**src/rtl/tick_timer_pkg.sv**
```systemverilog
package tick_timer_pkg;
  localparam int ADDR_W = 3;

  localparam logic [ADDR_W-1:0] ADDR_CTRL   = 3'd0;
  localparam logic [ADDR_W-1:0] ADDR_LOAD   = 3'd1;
  localparam logic [ADDR_W-1:0] ADDR_CMP    = 3'd2;
  localparam logic [ADDR_W-1:0] ADDR_PRE    = 3'd3;
  localparam logic [ADDR_W-1:0] ADDR_STATUS = 3'd4;
  localparam logic [ADDR_W-1:0] ADDR_COUNT  = 3'd5;

  localparam int RUN_BIT    = 0;
  localparam int MODE_LSB   = 1;
  localparam int RELOAD_BIT = 5;
  localparam int CIE_BIT    = 6;
  localparam int OIE_BIT    = 7;
  localparam int CSEL_BIT   = 8;

  typedef struct packed {
    logic clr;
    logic load;
    logic inc;
    logic clrCmpFlag;
    logic clrOvfFlag;
  } cntStrobe_t;
endpackage

```
**src/rtl/tick_timer_ctrl.sv**
```systemverilog
module tick_timer_ctrl
  import tick_timer_pkg::*;
#(
  parameter int CNT_W  = 24,
  parameter int PRE_W  = 21,
  parameter int MODE_W = 4
) (
  input  logic              clk,
  input  logic              rstN,
  input  logic              wrEn,
  input  logic [ADDR_W-1:0] wrAddr,
  input  logic [CNT_W-1:0]  wrData,
  input  logic [ADDR_W-1:0] rdAddr,
  output logic [CNT_W-1:0]  rdData,
  input  logic [CNT_W-1:0]  count,
  input  logic              atCompare,
  input  logic              cmpFlag,
  input  logic              ovfFlag,
  output cntStrobe_t        strb,
  output logic [CNT_W-1:0]  loadVal,
  output logic [CNT_W-1:0]  cmpVal,
  output logic              cmpIe,
  output logic              ovfIe
);
  logic              enReg, reloadMode, clkSel;
  logic [MODE_W-1:0] modeReg;
  logic [CNT_W-1:0]  preReg;
  logic [PRE_W-1:0]  preCnt;
  logic              divPhase, firstPend, running, tick, startEvt, ctrlWr, statWr;

  assign ctrlWr   = wrEn && (wrAddr == ADDR_CTRL);
  assign statWr   = wrEn && (wrAddr == ADDR_STATUS);
  assign startEvt = ctrlWr && wrData[RUN_BIT] && !enReg;
  assign running  = enReg && (modeReg == '0);

  // register file
  always_ff @(posedge clk) begin
    if (!rstN) begin
      enReg <= 1'b0; modeReg <= '0; reloadMode <= 1'b0;
      cmpIe <= 1'b0; ovfIe <= 1'b0; clkSel <= 1'b0;
      loadVal <= '0; cmpVal <= '0; preReg <= '0;
    end else if (wrEn) begin
      unique case (wrAddr)
        ADDR_CTRL: begin
          enReg      <= wrData[RUN_BIT];
          if (!enReg) modeReg <= wrData[MODE_LSB +: MODE_W];
          reloadMode <= wrData[RELOAD_BIT];
          cmpIe      <= wrData[CIE_BIT];
          ovfIe      <= wrData[OIE_BIT];
          clkSel     <= wrData[CSEL_BIT];
        end
        ADDR_LOAD: loadVal <= wrData;
        ADDR_CMP:  cmpVal  <= wrData;
        ADDR_PRE:  preReg  <= wrData;
        default: ;
      endcase
    end
  end

  // tick sources
  always_ff @(posedge clk) begin
    if (!rstN) begin
      divPhase <= 1'b0;
      preCnt   <= '0;
    end else if (!running) begin
      divPhase <= 1'b0;
      preCnt   <= preReg[PRE_W-1:0];
    end else begin
      divPhase <= ~divPhase;
      preCnt   <= (preCnt == '0) ? preReg[PRE_W-1:0] : preCnt - 1'b1;
    end
  end

  assign tick = running && (clkSel ? (preCnt == '0) : divPhase);

  always_ff @(posedge clk) begin
    if (!rstN)         firstPend <= 1'b0;
    else if (startEvt) firstPend <= 1'b1;
    else if (tick)     firstPend <= 1'b0;
  end

  always_comb begin
    strb.clr        = startEvt;
    strb.load       = tick && (firstPend || (reloadMode && atCompare));
    strb.inc        = tick && !strb.load;
    strb.clrCmpFlag = statWr && wrData[0];
    strb.clrOvfFlag = statWr && wrData[1];
  end

  always_comb begin
    unique case (rdAddr)
      ADDR_CTRL:   rdData = CNT_W'({clkSel, ovfIe, cmpIe, reloadMode, modeReg, enReg});
      ADDR_LOAD:   rdData = loadVal;
      ADDR_CMP:    rdData = cmpVal;
      ADDR_PRE:    rdData = preReg;
      ADDR_STATUS: rdData = CNT_W'({ovfFlag, cmpFlag});
      ADDR_COUNT:  rdData = count;
      default:     rdData = '0;
    endcase
  end

  assert_mode_hold_R8: assert property (@(posedge clk) disable iff (!rstN)
    enReg |=> $stable(modeReg));

  assert_div2_spacing_R7: assert property (@(posedge clk) disable iff (!rstN)
    (tick && !clkSel && !wrEn) |=> !tick);

  assert_strobe_onehot_R2: assert property (@(posedge clk) disable iff (!rstN)
    $onehot0({strb.clr, strb.load, strb.inc}));
endmodule

```
**src/rtl/tick_timer_datapath.sv**
```systemverilog
module tick_timer_datapath
  import tick_timer_pkg::*;
#(
  parameter int CNT_W = 24
) (
  input  logic             clk,
  input  logic             rstN,
  input  cntStrobe_t       strb,
  input  logic [CNT_W-1:0] loadVal,
  input  logic [CNT_W-1:0] cmpVal,
  output logic [CNT_W-1:0] count,
  output logic             atCompare,
  output logic             cmpFlag,
  output logic             ovfFlag
);
  localparam logic [CNT_W-1:0] CNT_MAX = '1;

  logic [CNT_W-1:0] nextCount;
  logic             cmpHit, ovfHit;

  always_comb begin
    if (strb.clr)       nextCount = '0;
    else if (strb.load) nextCount = loadVal;
    else if (strb.inc)  nextCount = count + 1'b1;
    else                nextCount = count;
  end

  assign atCompare = (count == cmpVal);
  assign cmpHit    = (strb.load || strb.inc) && (nextCount == cmpVal);
  assign ovfHit    = strb.inc && (count == CNT_MAX);

  always_ff @(posedge clk) begin
    if (!rstN) begin
      count   <= '0;
      cmpFlag <= 1'b0;
      ovfFlag <= 1'b0;
    end else begin
      count <= nextCount;
      if (cmpHit)               cmpFlag <= 1'b1;
      else if (strb.clrCmpFlag) cmpFlag <= 1'b0;
      if (ovfHit)               ovfFlag <= 1'b1;
      else if (strb.clrOvfFlag) ovfFlag <= 1'b0;
    end
  end

  assert_idle_hold_R1: assert property (@(posedge clk) disable iff (!rstN)
    !(strb.clr || strb.load || strb.inc) |=> $stable(count));

  assert_wrap_R6: assert property (@(posedge clk) disable iff (!rstN)
    (strb.inc && count == CNT_MAX) |=> (count == '0 && ovfFlag));

  assert_cmp_rise_R3: assert property (@(posedge clk) disable iff (!rstN)
    $rose(cmpFlag) |-> (count == cmpVal));
endmodule

```
**src/rtl/tick_compare_timer.sv**
```systemverilog
module tick_compare_timer
  import tick_timer_pkg::*;
#(
  parameter int CNT_W  = 24,
  parameter int PRE_W  = 21,
  parameter int MODE_W = 4
) (
  input  logic              clk,
  input  logic              rstN,
  input  logic              wrEn,
  input  logic [ADDR_W-1:0] wrAddr,
  input  logic [CNT_W-1:0]  wrData,
  input  logic [ADDR_W-1:0] rdAddr,
  output logic [CNT_W-1:0]  rdData,
  output logic              cmpIrq,
  output logic              ovfIrq
);
  cntStrobe_t       strb;
  logic [CNT_W-1:0] count, loadVal, cmpVal;
  logic             atCompare, cmpFlag, ovfFlag, cmpIe, ovfIe;

  tick_timer_ctrl #(.CNT_W(CNT_W), .PRE_W(PRE_W), .MODE_W(MODE_W)) uCtrl (
    .clk(clk), .rstN(rstN), .wrEn(wrEn), .wrAddr(wrAddr), .wrData(wrData),
    .rdAddr(rdAddr), .rdData(rdData), .count(count), .atCompare(atCompare),
    .cmpFlag(cmpFlag), .ovfFlag(ovfFlag), .strb(strb), .loadVal(loadVal),
    .cmpVal(cmpVal), .cmpIe(cmpIe), .ovfIe(ovfIe)
  );

  tick_timer_datapath #(.CNT_W(CNT_W)) uData (
    .clk(clk), .rstN(rstN), .strb(strb), .loadVal(loadVal), .cmpVal(cmpVal),
    .count(count), .atCompare(atCompare), .cmpFlag(cmpFlag), .ovfFlag(ovfFlag)
  );

  assign cmpIrq = cmpFlag && cmpIe;
  assign ovfIrq = ovfFlag && ovfIe;
endmodule

```
**config.mk**
```make
export PLATFORM = sky130hd
export DESIGN_NAME = tick_compare_timer
export DESIGN_NICKNAME = d
export VERILOG_FILES = /design/src/rtl/tick_timer_pkg.sv /design/src/rtl/tick_timer_ctrl.sv /design/src/rtl/tick_timer_datapath.sv /design/src/rtl/tick_compare_timer.sv
export SDC_FILE = /design/constraint.sdc
export NUM_CORES = 1
export LEC_CHECK = 0
export ABC_CLOCK_PERIOD_IN_PS = 4750
export BUFFER_PORTS_ARGS = -buffer_cell sky130_fd_sc_hd__buf_4
export CORE_MARGIN = 8
export CORE_UTILIZATION = 40
export DETAILED_ROUTE_END_ITERATION = 8
export PLACE_DENSITY_LB_ADDON = 0.1
export SETUP_SLACK_MARGIN = 0.05
export SLEW_MARGIN = 10
export SYNTH_ARGS = -nofsm -noshare
export SYNTH_HDL_FRONTEND = slang
export SYNTH_SLANG_ARGS = --single-unit
```
**constraint.sdc**
```tcl
create_clock -name clk -period 4.75 [get_ports clk]
set_input_delay 0.2375 -clock clk [delete_from_list [all_inputs] [get_ports clk]]
set_output_delay 0.2375 -clock clk [all_outputs]
set_load 0.01 [all_outputs]
```
==> impl_metrics.yaml <==
route:
  postRouteAntennaNets: 0
  via_per_inst: 5.95
  drc: 0
  routed_wl_um: 28500
  wl_per_cell_um: 22.3
  dr.pass1.iters: 5
  vias: 7603
  first_iter_violations: 765
pwr:
  vdd_ir_drop_max_mv: 0.267
  p_seq_frac: 0.408
  pwr-share-comb: 0.086
  power_density_mw_per_mm2: 315
  switching_power_uw: 710
  leakage_nw: 3.19
  clkPwrFrac: 0.506
  p_sw_frac: 0.255
  power.internal_mw: 2.07
grt:
  grtUsageTotal: 0.239
  grt_pass1_vias: 7178
  overflow: 0
  grt_antenna_before_repair: 0
  grt_pass1_wl_um: 43900
  grt_max_degree: 63
die:
  die_h_um: 154
  core_area_mm2: 0.0187
  io_pins: 59
  die_w_um: 154
  start_util: 0.407
  design.die.area_mm2: 0.0237
  rows: 50
yosys:
  async_reset_ff_frac: 0
  yosysWarnings: 0
  synth_area_per_cell_um2: 7.54
  synth_ff_type: "dfxtp_1"
  ys_seq_area_frac: 0.342
  synth_area_mm2: 0.00762
  synth_edf_count: 0
  synth_seq_cells: 130
  syn-num-nets: 1046
  ys_types: 71
  synthCells: 1010
finish:
  drive_above_1_share: 0.138
  finalInstanceArea_mm2: 0.00883
  final_util: 0.472
  area_delta_synth_final_pct: 15.9
  antennaDiodeCount: 0
  nets: 1066
sta:
  max_freq_mhz: 255
  fin_crit_ns: 3.92
  worst_slew_pin_slew_ns: 1.13
  hold_viol: 0
  finalSetupViolations: 0
  maxSlewViolCount: 0
  finalClockSkew_ns: 0.0102
  grt_setup_unrepaired: "no"
  tns_ns: 0
  period_share: 0.825
  relSlewSlack: 0.243
clocking:
  cts_max_level: 4
  clk_latency_ns: 0.43
  cts_sinks: 130
  clkTransAtPathRegs_ns: 0.06
  cts_inserted_buffers: 17
  tritoncts: "done"
  cts_resized: 0
  cts_setup_buffers: 0
  cts_buffer_depth: 2
  postCtsHoldBufs: 0
  ctsRootBufferMaster: "clkbuf_16"
placement:
  place_area_mm2: 0.00821
  routabilityCongestion: 0.971
  portBuffers: 58
  post-dp-hpwl_um: 20600
worst_setup_path:
  start_kind: "flop"
  cp_max_fo: 17
  end_kind: "flop"
  required_ns: 5.10
  path_class: "flop to flop"
  cp.arrival_ns: 4.27
hold_path:
  hold_path.class: "primary input to flop"
status:
  status: "completed"
flow_run:
  max-cap-violations: 0
## registers in the layout, indices dropped and copies added, names as in the netlist
name and count:
uCtrl.cmpVal 24, uCtrl.loadVal 24, uCtrl.preReg 24, uData.count 24
uCtrl.preCnt 21, uCtrl.modeReg 4, uCtrl.clkSel 1, uCtrl.cmpIe 1
uCtrl.divPhase 1, uCtrl.enReg 1, uCtrl.firstPend 1, uCtrl.ovfIe 1
uCtrl.reloadMode 1, uData.cmpFlag 1, uData.ovfFlag 1
## metrics by stage
step                total power, mW  hold slack, ns  std cells  setup slack [ns]
floorplan                      1.30           0.359       1010              1.51
global placement               1.39           0.413       1245             0.953
detailed placement             1.40           0.408       1245             0.897
CTS                            2.79          0.0643       1277             0.873
global route                   2.87          0.0676       1277             0.638
finish                         2.78          0.0728       1277             0.830
## per-layer routing
metal / wire, um / share of wire / track usage / up-vias
met4: 826 / 0.029 / 0.0863 / 0
met1: 13700 / 0.48 / 0.341 / 3656
met3: 1610 / 0.056 / 0.0404 / 44
met2: 12400 / 0.43 / 0.352 / 267
met5: 0 / 0 / 0 / -
li1: - / - / - / 3636
## synth_stat cells, drive strengths merged (15+ instances only)
library cell | instances | area, um2
a21oi | 108 | 544
nand2 | 206 | 773
nor3 | 20 | 100
o21ai | 31 | 159
inv | 21 | 78.8
nor2 | 77 | 289
a211oi | 20 | 150
a22o | 15 | 131
dfxtp | 130 | 2600
a221o | 20 | 200
clkbuf | 65 | 244
nor4 | 15 | 93.8
xnor2 | 28 | 245
xor2 | 18 | 158
buf | 19 | 120
mux2i | 27 | 270
nand3 | 25 | 125
## power groups by stage
stage | sequential, mW | clock (mW) | combinational (mW)
floorplan | 1.15 | 0 | 0.150
finish | 1.13 | 1.41 | 0.240
CTS | 1.13 | 1.42 | 0.239
detailed placement | 1.16 | 0 | 0.238
global route | 1.14 | 1.47 | 0.260
global placement | 1.16 | 0 | 0.238
## placed cells by master, fill, tap and decap left out, drive strengths merged, types with 18 or more instances in the layout
cell type,n
nor3,20
nand2,206
a211oi,20
buf,85
dfxtp,130
inv,22
o21ai,31
a221o,20
nor2,77
xor2,18
mux2i,27
a21oi,108
clkbuf,21
xnor2,28
nand3,25
## kinds of logic (layout without fill, tap and decap cells)
logic type,Yosys count,after routing,share of synthesized area
AO/OA/AOI/OAI,266,266,0.231
XOR/XNOR,46,46,0.0529
adder cells (fa/ha/maj),3,3,0.00493
buffers and inverters,106,139,0.0586
flip-flops,130,130,0.342
multiplexers,38,38,0.0567
AND/OR/NAND/NOR,421,421,0.254
## area by class of cell
| class | instances | area (um2) |
|---|---|---|
| tap | 234 | 293 |
| clock inverter | 11 | 151 |
| fill | 1892 | 9880 |
| clock buffer | 21 | 470 |
| multi-input combinational | 774 | 4590 |
| sequential | 130 | 2600 |
| inverter | 22 | 83.8 |
| timing repair buffer | 85 | 638 |
## critical path: stages (launching register included)
cell      delay (ns)
dfxtp_1         0.58
xnor2_1         0.17
nand4_1         0.13
or4_4           0.55
o21a_1          0.44
buf_4           0.30
and3_1          0.17
a211oi_1        0.24
o311ai_1        0.13
or4_1           0.41
or4_1           0.55
o31ai_2         0.18
## path summary, 6_finish.rpt
kind,startpoint,endpoint,slack [ns],depth (start not counted)
max,uData.count[0],uData.cmpFlag,0.83,11
min,wrData[11],uCtrl.cmpVal[11],0.07,3
max reg2reg,uData.count[0],uData.cmpFlag,0.83,11
min reg2reg,uCtrl.divPhase,uCtrl.divPhase,0.43,1
(Power assumes the default switching activity.)
